==> src/rtl/sc_pkg.sv <==
package sc_pkg;
    localparam int CTL_W   = 2;
    localparam int CTL_EN  = 0;
    localparam int CTL_IE  = 1;
    localparam int FLG_W   = 3;
    localparam int FLG_NV  = 0;
    localparam int FLG_OVF = 1;
    localparam int FLG_ALM = 2;
endpackage

==> src/rtl/sc_count.sv <==
module sc_count #(
    parameter int SEC_W  = 32,
    parameter int FRAC_W = 15
) (
    input  logic              clk,
    input  logic              rst_n,
    input  logic              tick_i,
    input  logic              run_i,
    input  logic              sec_ld_i,
    input  logic              frac_ld_i,
    input  logic [SEC_W-1:0]  wdata_i,
    output logic [SEC_W-1:0]  sec_o,
    output logic [FRAC_W-1:0] frac_o,
    output logic              roll_o,
    output logic              wrap_o,
    output logic [SEC_W-1:0]  next_sec_o
);
    typedef struct packed {
        logic [SEC_W-1:0]  sec;
        logic [FRAC_W-1:0] frac;
    } cnt_t;

    cnt_t cnt_d, cnt_q;
    logic step, frac_full, sec_full;

    always_comb begin
        cnt_d      = cnt_q;
        step       = tick_i && run_i && !sec_ld_i && !frac_ld_i;
        frac_full  = &cnt_q.frac;
        sec_full   = &cnt_q.sec;
        next_sec_o = cnt_q.sec + 1'b1;
        if (step) begin
            if (frac_full) begin
                cnt_d.frac = '0;
                cnt_d.sec  = next_sec_o;
            end else begin
                cnt_d.frac = cnt_q.frac + 1'b1;
            end
        end
        if (sec_ld_i)  cnt_d.sec  = wdata_i;
        if (frac_ld_i) cnt_d.frac = wdata_i[FRAC_W-1:0];
        roll_o = step && frac_full;
        wrap_o = roll_o && sec_full;
    end

    always_ff @(posedge clk or negedge rst_n) begin
        if (!rst_n) cnt_q <= '0;
        else        cnt_q <= cnt_d;
    end

    assign sec_o  = cnt_q.sec;
    assign frac_o = cnt_q.frac;
endmodule

==> src/rtl/sc_alarm.sv <==
module sc_alarm #(
    parameter int SEC_W = 32
) (
    input  logic             clk,
    input  logic             rst_n,
    input  logic             alarm_wr_i,
    input  logic [SEC_W-1:0] wdata_i,
    input  logic             roll_i,
    input  logic [SEC_W-1:0] next_sec_i,
    output logic [SEC_W-1:0] alarm_o,
    output logic             hit_o
);
    localparam logic [SEC_W-1:0] NO_ALARM = {SEC_W{1'b1}};

    logic [SEC_W-1:0] alarm_d, alarm_q;

    always_comb begin
        alarm_d = alarm_wr_i ? wdata_i : alarm_q;
        hit_o   = roll_i && (alarm_q != NO_ALARM) && (next_sec_i == alarm_q);
    end

    always_ff @(posedge clk or negedge rst_n) begin
        if (!rst_n) alarm_q <= NO_ALARM;
        else        alarm_q <= alarm_d;
    end

    assign alarm_o = alarm_q;
endmodule

==> src/rtl/sc_ctrl.sv <==
module sc_ctrl
    import sc_pkg::*;
(
    input  logic             clk,
    input  logic             rst_n,
    input  logic [CTL_W-1:0] ctl_set_i,
    input  logic [CTL_W-1:0] ctl_clr_i,
    input  logic [FLG_W-1:0] flag_clr_i,
    input  logic             hit_i,
    input  logic             wrap_i,
    input  logic             sec_ld_i,
    input  logic             fail_stop_i,
    output logic [CTL_W-1:0] ctl_o,
    output logic [FLG_W-1:0] flags_o,
    output logic             run_o,
    output logic             irq_o
);
    typedef struct packed {
        logic [CTL_W-1:0] ctl;
        logic [FLG_W-1:0] flg;
        logic             need_seed;
    } st_t;

    st_t st_d, st_q;

    always_comb begin
        st_d     = st_q;
        st_d.ctl = (st_q.ctl & ~ctl_clr_i) | ctl_set_i;
        st_d.flg = st_q.flg & ~flag_clr_i;
        if (wrap_i) st_d.flg[FLG_OVF] = 1'b1;
        if (hit_i)  st_d.flg[FLG_ALM] = 1'b1;
        if (wrap_i)
            st_d.need_seed = 1'b1;
        else if (sec_ld_i && !st_q.flg[FLG_NV])
            st_d.need_seed = 1'b0;
        run_o = st_q.ctl[CTL_EN] && !st_q.flg[FLG_NV] && !st_q.flg[FLG_OVF]
                && !st_q.need_seed && !fail_stop_i;
        irq_o = st_q.flg[FLG_ALM] && st_q.ctl[CTL_IE];
    end

    always_ff @(posedge clk or negedge rst_n) begin
        if (!rst_n) begin
            st_q.ctl          <= '0;
            st_q.flg          <= '0;
            st_q.flg[FLG_NV]  <= 1'b1;
            st_q.need_seed    <= 1'b1;
        end else begin
            st_q <= st_d;
        end
    end

    assign ctl_o   = st_q.ctl;
    assign flags_o = st_q.flg;
endmodule

==> src/rtl/sec_alarm_counter.sv <==
module sec_alarm_counter
    import sc_pkg::*;
#(
    parameter int SEC_W  = 32,
    parameter int FRAC_W = 15
) (
    input  logic              clk,
    input  logic              rst_n,
    input  logic              tick_i,
    input  logic              sec_wr_i,
    input  logic              frac_wr_i,
    input  logic              alarm_wr_i,
    input  logic [SEC_W-1:0]  wdata_i,
    input  logic [1:0]        ctl_set_i,
    input  logic [1:0]        ctl_clr_i,
    input  logic [2:0]        flag_clr_i,
    input  logic              fail_stop_i,
    output logic [SEC_W-1:0]  sec_o,
    output logic [FRAC_W-1:0] frac_o,
    output logic [SEC_W-1:0]  alarm_o,
    output logic [1:0]        ctl_o,
    output logic [2:0]        flags_o,
    output logic              irq_o
);
    logic             run, roll, wrap, hit;
    logic             sec_ld, frac_ld;
    logic [SEC_W-1:0] next_sec;

    assign sec_ld  = sec_wr_i  && !fail_stop_i;
    assign frac_ld = frac_wr_i && !fail_stop_i;

    sc_count #(.SEC_W(SEC_W), .FRAC_W(FRAC_W)) u_count (
        .clk(clk), .rst_n(rst_n), .tick_i(tick_i), .run_i(run),
        .sec_ld_i(sec_ld), .frac_ld_i(frac_ld), .wdata_i(wdata_i),
        .sec_o(sec_o), .frac_o(frac_o), .roll_o(roll), .wrap_o(wrap),
        .next_sec_o(next_sec)
    );

    sc_alarm #(.SEC_W(SEC_W)) u_alarm (
        .clk(clk), .rst_n(rst_n), .alarm_wr_i(alarm_wr_i), .wdata_i(wdata_i),
        .roll_i(roll), .next_sec_i(next_sec), .alarm_o(alarm_o), .hit_o(hit)
    );

    sc_ctrl u_ctrl (
        .clk(clk), .rst_n(rst_n), .ctl_set_i(ctl_set_i), .ctl_clr_i(ctl_clr_i),
        .flag_clr_i(flag_clr_i), .hit_i(hit), .wrap_i(wrap), .sec_ld_i(sec_ld),
        .fail_stop_i(fail_stop_i), .ctl_o(ctl_o), .flags_o(flags_o),
        .run_o(run), .irq_o(irq_o)
    );
endmodule

==> config.mk <==
export PLATFORM = sky130hd
export DESIGN_NAME = sec_alarm_counter
export DESIGN_NICKNAME = d
export VERILOG_FILES = /design/src/rtl/sc_pkg.sv /design/src/rtl/sc_count.sv /design/src/rtl/sc_alarm.sv /design/src/rtl/sc_ctrl.sv /design/src/rtl/sec_alarm_counter.sv
export SDC_FILE = /design/constraint.sdc
export NUM_CORES = 1
export LEC_CHECK = 0
export ABC_AREA = 1
export BUFFER_PORTS_ARGS = -buffer_cell sky130_fd_sc_hd__buf_4
export CORE_UTILIZATION = 59
export CTS_CLUSTER_DIAMETER = 40
export DETAILED_ROUTE_END_ITERATION = 8
export PLACE_DENSITY = 0.86
export SYNTH_ARGS = -nofsm -noshare
export SYNTH_HDL_FRONTEND = slang
export SYNTH_SLANG_ARGS = --single-unit
==> constraint.sdc <==
create_clock -name clk -period 5.8 [get_ports clk]
set_clock_uncertainty 0.15 [all_clocks]
set_input_delay 0.58 -clock clk [delete_from_list [all_inputs] [get_ports clk]]
set_output_delay 0.58 -clock clk [all_outputs]
set_load 0.01 [all_outputs]
==> results of run 1 <==
[logic make-up (layout without fill, tap and decap cells)]
kind of cell / Yosys count / in the layout / synth area share (%)
multiplexers: 1 / 1 / 0.200
adder cells (fa/ha/maj): 2 / 2 / 0.444
XOR/XNOR: 10 / 10 / 1.80
flip-flops: 85 / 85 / 38.5
buffers and inverters: 132 / 257 / 9.23
AO/OA/AOI/OAI: 92 / 92 / 10.8
AND/OR/NAND/NOR: 520 / 520 / 39.1
[metrics by stage]
stage	worst slack [ns]	instances	utilization [%]	total power [W]
4_1_cts	2.99	1096	74.5	0.00168
6_report	2.90	1096	74.5	0.00168
3_5_place_dp	2.76	1079	72.2	0.00126
5_1_grt	2.68	1096	74.5	0.00177
3_3_place_gp	2.94	1079	72.2	0.00124
2_1_floorplan	3.74	842	-	0.00104
[worst max-delay path: stages, from the launching register on]
cell,delay (ns)
dfrtp_1,0.42
ha_1,0.21
nand2_1,0.08
nor2_1,0.19
nand4_1,0.20
inv_1,0.12
nand2_1,0.55
inv_1,0.62
nand3_1,0.17
o21ai_0,0.11
[cells in the final DEF (no fill, tap or decap), drive strengths merged, types with 3 or more instances in the layout]
cell | netlist | final
o21ai | 37 | 37
xnor2 | 3 | 3
inv | 108 | 108
dfstp | 34 | 34
nand2 | 324 | 324
clkbuf | 14 | 12
buf | 9 | 131
o22ai | 3 | 3
xor2 | 6 | 6
o221ai | 21 | 21
dfrtp | 51 | 51
o211ai | 16 | 16
nand4 | 9 | 9
a21oi | 8 | 8
nor2 | 101 | 101
clkinvlp | 0 | 3
nand3 | 81 | 81
[power by group through the flow]
stage               Combinational [W]  Sequential (W)  Clock (W)
CTS                          0.000483        0.000770   0.000427
global placement             0.000468        0.000776          0
finish                       0.000486        0.000773   0.000424
global route                 0.000540        0.000784   0.000446
detailed placement           0.000480        0.000780          0
floorplan                    0.000250        0.000786          0
[registers in the layout (all words and copies together), names as in the netlist]
signal / cells
u_ctrl.ctl_o: 2
u_count.sec_o: 32
u_ctrl.st_q: 1
u_ctrl.flags_o: 3
u_count.frac_o: 15
u_alarm.alarm_o: 32
[layer usage]
layer,vias to the layer above,wire (um),global-route usage [%]
li1,2944,-,-
met1,2908,7430,52.1
met2,364,8000,56.6
met3,37,1780,5.43
met4,0,473,14.5
met5,-,0,0
[worst min path at each step]
stage                  start           endpoint  slack [ns]  cells after the start
2_1_floorplan          rst_n  u_count.frac_o[0]        0.13                      0
3_3_place_gp           rst_n  u_ctrl.flags_o[2]        0.24                      1
3_5_place_dp           rst_n  u_ctrl.flags_o[2]        0.25                      1
4_1_cts        flag_clr_i[0]  u_ctrl.flags_o[0]        0.16                      2
5_1_grt        flag_clr_i[0]  u_ctrl.flags_o[0]        0.17                      2
6_report       flag_clr_i[0]  u_ctrl.flags_o[0]        0.17                      2
[cell type report]
cell class	instances	area share [%]
clock buffers	12	2.40
well taps	129	2.35
inverters	109	5.96
repair buffers	132	14.4
multi-input cells	625	42.9
clock inverters	4	0.455
flip-flops and latches	85	31.5
[what timing repair did]
| item | in CTS | in global routing |
|---|---|---|
| hold endpoints to repair | 2 | 0 |
| setup endpoints to repair | 0 | 0 |
| hold buffers | 1 | 0 |
| setup buffers | 0 | 0 |
==> out/metrics.cfg, run 1 <==
[global_route]
gr-total-overflow = 0
first_global_vias = 5729
largest_net_degree_at_the_start_of_global_routing = 80
grt_pass1_wl_mm = 28.2
gr-usage-all-layers_pct = 36.6
initial_antenna_violation_count = 0

[drt]
route.final.wire_length_mm = 17.7
drcViolationCount = 0
routed-via-count = 6253
first_pass_iteration_count_of_the_detailed_router = 7
first_iter_violations = 499
via_per_inst = 5.71
route.detailed.wl_per_inst_um = 16.1
ant_nets = 0

[power_and_ir_drop]
share_seq_of_total_power_pct = 45.9
netSwitchingPower_w = 0.000609
share_clk_of_total_power_pct = 25.2
ir_drop_worst_case_vdd_mv = 0.135
power.leakage_nw = 3.43
comb_power_share_pct = 28.9
intPower_w = 0.00107
sw_share_pct = 36.2
power.density_nw_per_um2 = 245

[synth]
synth_commonest_cells = 318 x nand2_1, 104 x inv_1, 90 x nor2_1
post_synth_main_area_contributors = dfrtp_1 23%, nand2_1 21%, dfstp_2 16%
avgSynthCellArea_um2 = 6.70
synth_enable_flop_cells = 0
yosys.cell_types.count = 36
netlist.area_leader.share_pct = 22.6
number_of_register_bits_inferred_by_synthesis = 85
synthCells = 842
synthMostInstantiatedCell = nand2_1
synth.net_count = 890
synth.largest_area_cell = dfrtp_1
synthesis.area_um2 = 5640
synth-async-reset-ratio_pct = 100
yosys_most_used_dff = dfrtp_1
sequential_element_share_of_the_synthesized_area_pct = 38.5
synth.yosys.warnings = 0

[timing]
timing_hold_violations_final = 0
worst_slew_pin_slew_ns = 1.05
fin_hold_ws_ns = 0.171
fin_setup_tns_ns = 0
period_share_pct = 50.1
slew_violations = 0
slew_headroom_pct = 29.9
post-route-min-period_ns = 2.90
setup-violations-final = 0
fmax_mhz = 344
unrepaired_setup_endpoints_after_global_routing = no

[clock_tree]
cts.path.max_buffers = 2
clk-insertion-delay-late_ns = 0.37
cts_resized = 0
cts_made_buffers = 9
htree_levels = 3
clock_tree_from_tritoncts = built
cts.root.buffer_cell = clkbuf_8
numClockSinks = 85
clk_pin_slew_worst_paths_ns = 0.09

[critical_path]
crit_start = u_count.frac_o[0]
timing.critical_path.fanout_max = 21
timing.rr.end = u_ctrl.flags_o[1]
timing.critical_path.from_type = register
crit_end = u_ctrl.flags_o[1]
timing.setup.critical_path_class = reg -> reg
timing.critical_path.required_ns = 5.93
critical_path.reg2reg.startpoint = u_count.frac_o[0]
cp_data_arrival_time_ns = 3.03
end_kind = register
slack_of_the_worst_reg_to_reg_path_ns = 2.90
r2r.worst_path.cells = 9

[floorplanning]
design.die.area_um2 = 9960
chipWidth_um = 99.8
start_util_pct = 61.0
die_y_um = 99.8
ioPinCount = 131
fp-row-count = 35
core_area_um2 = 9240

[layout]
area_growth_syn_to_layout_pct = 22.0
final.fill_count = 739
seqCellArea_um2 = 2170
final_design_area_excluding_fillers_um2 = 6880
fin_nets = 1010
area_of_combinational_cells_with_multiple_inputs_um2 = 2950
antenna_cells_inserted = 0
drive_above_1_share_pct = 21.4

[run_status]
run_status = completed

[place]
placedInstanceArea_um2 = 6680
finalWeightedCongestion = 0.954
detailedPlacementHpwl_mm = 13.4
portBuffers = 130

[min_path]
min_path_type = in -> reg

[run]
drv_cap = 0

Power figures use the tool's default switching activity.
==> run 2: changes to the inputs <==
--- a/config.mk
+++ b/config.mk
@@ -5,12 +5,12 @@
 export SDC_FILE = /design/constraint.sdc
 export NUM_CORES = 1
 export LEC_CHECK = 0
-export ABC_AREA = 1
+export ABC_AREA = 0
 export BUFFER_PORTS_ARGS = -buffer_cell sky130_fd_sc_hd__buf_4
-export CORE_UTILIZATION = 59
+export CORE_UTILIZATION = 54
 export CTS_CLUSTER_DIAMETER = 40
 export DETAILED_ROUTE_END_ITERATION = 8
-export PLACE_DENSITY = 0.86
+export PLACE_DENSITY = 0.81
 export SYNTH_ARGS = -nofsm -noshare
 export SYNTH_HDL_FRONTEND = slang
 export SYNTH_SLANG_ARGS = --single-unit
==> constraint.sdc (replaced) <==
create_clock -name clk -period 2.7 [get_ports clk]
set_clock_uncertainty 0.15 [all_clocks]
set_input_delay 0.27 -clock clk [delete_from_list [all_inputs] [get_ports clk]]
set_output_delay 0.27 -clock clk [all_outputs]
set_load 0.01 [all_outputs]
==> run 2 against run 1 <==
  * The flow now finishes with violations (setup timing)
  * Combinational power grew to 2.7 times the previous value
  * Clock power up 150%
  * Routed wire length is 12% higher
==> out/metrics.cfg, run 2 <==
[synth]
synth-async-reset-ratio_pct = 100
number_of_register_bits_inferred_by_synthesis = 85
yosys_most_used_dff = dfrtp_1
yosys.cell_types.count = 54
synthesis.area_um2 = 5180
synthCells = 573
synth.largest_area_cell = dfrtp_1
synth_enable_flop_cells = 0
synth_commonest_cells = 68 x nand2_1, 51 x dfrtp_1, 48 x o21ai_0
synth.yosys.warnings = 0
netlist.area_leader.share_pct = 24.6
synth.net_count = 621
avgSynthCellArea_um2 = 9.05
post_synth_main_area_contributors = dfrtp_1 25%, dfstp_2 17%, xnor2_1 6.8%
synthMostInstantiatedCell = nand2_1
sequential_element_share_of_the_synthesized_area_pct = 41.9

[global_route]
first_global_vias = 5678
initial_antenna_violation_count = 0
grt_pass1_wl_mm = 28.2
largest_net_degree_at_the_start_of_global_routing = 46
gr-usage-all-layers_pct = 36.7
gr-total-overflow = 0

[timing]
period_share_pct = 112
worst_slew_pin_slew_ns = 0.608
fin_setup_tns_ns = -1.58
fmax_mhz = 330
layout_setup_ws_ns = -0.331
fin_hold_ws_ns = 0.00142
slew_violations = 0
setup-violations-final = 19
post-route-min-period_ns = 3.03
unrepaired_setup_endpoints_after_global_routing = yes
slew_headroom_pct = 59.5
timing_hold_violations_final = 0

[place]
placedInstanceArea_um2 = 6970
finalWeightedCongestion = 0.947
portBuffers = 130
place_inst = 890
detailedPlacementHpwl_mm = 12.6

[drt]
first_pass_iteration_count_of_the_detailed_router = 6
drcViolationCount = 0
routed-via-count = 5880
route.detailed.wl_per_inst_um = 20.7
route.final.wire_length_mm = 19.7
first_iter_violations = 445
via_per_inst = 6.17
ant_nets = 0

[clock_tree]
clk-insertion-delay-late_ns = 0.38
numClockSinks = 85
clock_tree_from_tritoncts = built
htree_levels = 3
cts_made_buffers = 9
cts.root.buffer_cell = clkbuf_8
clk_pin_slew_worst_paths_ns = 0.09
cts.path.max_buffers = 2

[layout]
area_growth_syn_to_layout_pct = 54.0
antenna_cells_inserted = 0
mostFrequentLayoutCells = 229 x buf_4, 66 x nand2_1, 48 x dfrtp_1
drive_above_1_share_pct = 45.5
most_frequent_standard_cell_in_the_layout_excluding_fill_and_tap_cells = buf_4
final-instance-count-excl-fill = 953
final_design_area_excluding_fillers_um2 = 7980
final.fill_count = 522
fin_nets = 867

[power_and_ir_drop]
power.density_nw_per_um2 = 502
fin_total_pwr_w = 0.00401
ir_drop_worst_case_vdd_mv = 0.293
power.leakage_nw = 3.44

[min_path]
whs_endpoint = u_count.sec_o[3]
hold_start = wdata_i[3]
min_path_type = in -> reg
hold_depth = 3

[critical_path]
library_cell_appearing_most_often_on_the_critical_path = buf_4
timing.setup.critical_path_class = reg -> reg
slack_of_the_worst_reg_to_reg_path_ns = -0.33
slowest_stage = or4_4
timing.critical_path.fanout_max = 5
path_delay_family = simple AND/OR/NAND/NOR gates
timing.critical_path.from_type = register
cp_data_arrival_time_ns = 3.15
critical_path.reg2reg.startpoint = u_count.sec_o[0]
timing.critical_path.required_ns = 2.82
critical-path-max-stage-delay_ns = 0.55
cp.buffers_inverters = 3
end_kind = register
worstPathCellList = ha_4 -> nand3_4 -> buf_12 -> buf_4 -> nor4_2 -> buf_4 -> xnor2_1 -> a2111oi_4 -> nand4_1 -> or4_4 -> o31ai_2
r2r.worst_path.cells = 11
timing.rr.end = u_ctrl.flags_o[2]

[run_status]
violations = setup timing
run_status = finished, violations left

[run]
drv_cap = 0

[floorplanning]
fp-row-count = 35
start_util_pct = 55.8
chipWidth_um = 100
die_y_um = 100
core_area_um2 = 9280
ioPinCount = 131
design.die.area_um2 = 10000

## run 2: final cells by class
class	count	area, um2	area share (%)
clock inverters	5	83.8	1.05
well taps	129	161	2.02
repair buffers	273	2300	28.8
multi-input cells	436	3070	38.4
clock buffers	11	141	1.77
flip-flops and latches	85	2170	27.2
inverters	14	52.6	0.658
## run 2: worst min-delay path: stages
cell,delay (ns)
buf_4,0.10
a32oi_1,0.05
o21ai_0,0.07
## run 2: how the worst max path moves through the flow
stage / from / end / slack (ns) / depth (start not counted)
global route: u_count.frac_o[1] / u_ctrl.flags_o[2] / -0.43 / 8
CTS: u_count.sec_o[0] / u_ctrl.flags_o[2] / -0.15 / 9
finish: u_count.sec_o[0] / u_ctrl.flags_o[2] / -0.33 / 11
detailed placement: u_count.sec_o[0] / u_ctrl.flags_o[2] / -0.30 / 9
floorplan: u_count.frac_o[1] / u_ctrl.flags_o[2] / -0.27 / 8
global placement: u_count.sec_o[0] / u_ctrl.flags_o[2] / -0.27 / 9
## run 2: repair_timing
action | CTS | global route
gates resized for setup | 16 | 59
pin swaps | 7 | 14
gates cloned | 0 | 6
hold buffers | 23 | 3
buffers inserted | 9 | 6
endpoints found under the hold margin | 57 | 3
endpoints found under the setup margin | 15 | 21
## run 2: cells by family after synthesis
kind of cell	count (synthesis)	share of synthesized area [%]
AOI/OAI and AO/OA	123	15.1
DFF	85	41.9
buffers and inverters	52	4.27
muxes	32	6.93
and+or+nand+nor	228	22.7
adders and majority gates	2	0.483
xor gates and xnor gates	51	8.62
## run 2: metal layers
metal  GRT usage [%]  wire, um  vias to the layer above
met5               0         0                        -
met4            16.2      1010                        0
met3            7.17      1600                      115
met2            65.0      9710                      386
met1            43.2      7420                     2800
li1                -         -                     2579
## run 2: per-stage QoR
step,utilization [%],setup slack (ns)
after floorplan,-,-0.268
after global placement,75.0,-0.275
after detailed placement,75.0,-0.302
after CTS,81.7,-0.155
after global routing,86.0,-0.431
final,86.0,-0.331
## run 2: report_power, final
group | switching, W | internal [W] | total, W
clock | 0.000506 | 0.000549 | 0.00105
sequential | 0.000179 | 0.00145 | 0.00163
combinational | 0.000647 | 0.000673 | 0.00132
total | 0.00133 | 0.00268 | 0.00401
==> run 3: changes to the inputs <==
--- a/config.mk
+++ b/config.mk
@@ -10,7 +10,8 @@
 export CORE_UTILIZATION = 54
 export CTS_CLUSTER_DIAMETER = 40
 export DETAILED_ROUTE_END_ITERATION = 8
-export PLACE_DENSITY = 0.81
+export PLACE_DENSITY = 0.8
 export SYNTH_ARGS = -nofsm -noshare
 export SYNTH_HDL_FRONTEND = slang
+export SYNTH_HIERARCHICAL = 1
 export SYNTH_SLANG_ARGS = --single-unit
==> run 3 against run 2 <==
  * The run still ends with setup timing left
  * Synthesized cell count down 4.9%
  * Maximum frequency up 6.5%
  * First-iteration DRC count down 12%
  * Count of clock-buffer cells in the layout up 1
  * Core utilization down 8.9 points
  * Sequential power about the same
  * Via count down 10%
  * Hold slack better by 0.013 ns
==> out/metrics.cfg, run 3 <==
[layout]
area_growth_syn_to_layout_pct = 38.3
final-instance-count-excl-fill = 896
drive_above_1_share_pct = 42.7
fin_nets = 806
mostFrequentLayoutCells = 204 x buf_4, 68 x xor2_1, 56 x nand2_1
area_of_combinational_cells_with_multiple_inputs_um2 = 3030
seqCellArea_um2 = 2180
final.fill_count = 654
antenna_cells_inserted = 0
most_frequent_standard_cell_in_the_layout_excluding_fill_and_tap_cells = buf_4

[run_status]
violations = setup timing
run_status = finished, violations left

[timing]
post-route-min-period_ns = 2.84
timing_hold_violations_final = 0
setup-violations-final = 1
unrepaired_setup_endpoints_after_global_routing = yes
fmax_mhz = 352
slew_violations = 0
layout_setup_ws_ns = -0.145
slew_headroom_pct = 59.8
worst_slew_pin_slew_ns = 0.603
fin_hold_ws_ns = 0.0142
period_share_pct = 105
fin_setup_tns_ns = -0.145

[global_route]
first_global_vias = 5320
initial_antenna_violation_count = 0
gr-usage-all-layers_pct = 33.6
grt_pass1_wl_mm = 26.7
largest_net_degree_at_the_start_of_global_routing = 46
gr-total-overflow = 0

[synth]
sequential_element_share_of_the_synthesized_area_pct = 40.0
netlist.area_leader.share_pct = 23.5
fraction_of_synthesized_area_in_multiplexers_pct = 7.66
post_synth_fa_ha_maj_area_fraction_pct = 0.462
synth_compound_area_share_pct = 7.50
synth.largest_area_cell = dfrtp_1
yosys.cell_types.count = 62
synth.yosys.warnings = 6
number_of_register_bits_inferred_by_synthesis = 85
post_synth_main_area_contributors = dfrtp_1 24%, dfstp_2 16%, xor2_1 11%
synth-async-reset-ratio_pct = 100
synthesis.area_um2 = 5420
synth_top_family_by_area = simple AND/OR/NAND/NOR gates
synth.net_count = 593
synth_commonest_cells = 68 x xor2_1, 57 x nand2_1, 51 x dfrtp_1
yosys_most_used_dff = dfrtp_1
synthCells = 545
synth_simple_gate_area_share_pct = 23.2
synth_xor_area_share_pct = 15.5
synthMostInstantiatedCell = xor2_1
avgSynthCellArea_um2 = 9.95
synth_enable_flop_cells = 0

[critical_path]
r2r.worst_path.cells = 12
timing.critical_path.from_type = register
crit_start = u_count/sec_o[0]
end_kind = register
library_cell_appearing_most_often_on_the_critical_path = xor2_1
cp_data_arrival_time_ns = 3.00
timing.critical_path.required_ns = 2.85
slowest_stage = or4_4
timing.critical_path.fanout_max = 3
timing.setup.critical_path_class = reg -> reg
critical-path-max-stage-delay_ns = 0.56
slack_of_the_worst_reg_to_reg_path_ns = -0.14
timing.rr.end = u_ctrl/flags_o[2]
crit_end = u_ctrl/flags_o[2]
worstPathCellList = ha_4 -> and4_4 -> nand2_4 -> or4_4 -> buf_6 -> nor2_2 -> xor2_1 -> xor2_1 -> nor4_1 -> nand4_1 -> a2111oi_2 -> a21o_1
critical_path.reg2reg.startpoint = u_count/sec_o[0]

[floorplanning]
start_util_pct = 55.7
ioPinCount = 131
design.die.area_um2 = 10400
chipWidth_um = 102
fp-row-count = 36
core_area_um2 = 9730
die_y_um = 102

[drt]
route.final.wire_length_mm = 17.1
first_pass_iteration_count_of_the_detailed_router = 5
ant_nets = 0
routed-via-count = 5285
route.detailed.wl_per_inst_um = 19.1
first_iter_violations = 390
via_per_inst = 5.90
drcViolationCount = 0

[clock_tree]
htree_levels = 3
clock_tree_from_tritoncts = built
cts.root.buffer_cell = clkbuf_8
numClockSinks = 85
clk_pin_slew_worst_paths_ns = 0.09
clk-insertion-delay-late_ns = 0.37
cts_made_buffers = 9
cts.path.max_buffers = 2

[place]
place_inst = 838
finalWeightedCongestion = 0.970
detailedPlacementHpwl_mm = 12.4
portBuffers = 130
detailedPlace.worstSlack_ns = -0.241

[power_and_ir_drop]
power.leakage_nw = 3.24
ir_drop_worst_case_vdd_mv = 0.298
power.density_nw_per_um2 = 499

[run]
drv_cap = 0

[min_path]
min_path_type = in -> reg

==> run 3: logic make-up after synthesis <==
| logic type | Yosys count |
|---|---|
| DFF | 85 |
| AOI/OAI and AO/OA | 63 |
| buffers and inverters | 46 |
| muxes | 37 |
| and+or+nand+nor | 216 |
| xor gates and xnor gates | 96 |
| adders and majority gates | 2 |
==> run 3: report_power, final <==
group | internal, W | total [W] | switching [W]
clock | 0.000451 | 0.000909 | 0.000458
sequential | 0.00146 | 0.00166 | 0.000201
combinational | 0.000610 | 0.00117 | 0.000562
total | 0.00252 | 0.00374 | 0.00122
==> run 3: routing by layer <==
metal	track usage (%)	routed length [um]	part of all wire [%]	up-vias
li1	-	-	-	2374
met1	42.5	6980	41	2553
met2	55.9	8260	48	307
met3	7.25	1390	8.1	51
met4	14.3	497	2.9	0
met5	0	0	0	-
==> run 3: layout make-up <==
type,count,area share (%)
well taps,133,2.22
flip-flops and latches,85,29.0
inverters,8,0.401
repair buffers,240,25.4
clock buffers,12,1.94
multi-input cells,414,40.4
clock inverters,4,0.634
==> run 3: critical path, delay by kind of cell, from the launching register on <==
family / cells / cell delay (ns)
buffers and inverters: 1 / 0.15
xor gates and xnor gates: 2 / 0.31
DFF: 1 / 0.40
and+or+nand+nor: 6 / 1.29
adders and majority gates: 1 / 0.14
AOI/OAI and AO/OA: 2 / 0.35
==> run 3: worst min path at each step <==
stage	startpoint	endpoint	slack [ns]	depth (start not counted)
after global placement	rst_n	u_ctrl/ctl_o[0]	0.16	1
after global routing	wdata_i[7]	u_count/sec_o[7]	0.005	3
after CTS	wdata_i[3]	u_count/sec_o[3]	0.002	3
after floorplan	rst_n	u_count/frac_o[0]	-0.18	0
after detailed placement	rst_n	u_ctrl/ctl_o[0]	0.16	1
final	wdata_i[7]	u_count/sec_o[7]	0.01	3
==> run 3: what timing repair did <==
action	4_1_cts	5_1_grt
endpoints found under the hold margin	76	0
endpoints found under the setup margin	1	1
hold buffers	33	0
buffers inserted	7	2
gates resized for setup	8	1
pin swaps	13	7
==> run 3: stage by stage <==
stage                     cell area (um2)  utilization, %  power [W]
after floorplan                      5500               -    0.00219
after global placement               6870            70.6    0.00273
after detailed placement             6870            70.6    0.00276
after CTS                            7470            76.8    0.00372
after global routing                 7500            77.0    0.00390
final                                7500            77.0    0.00374
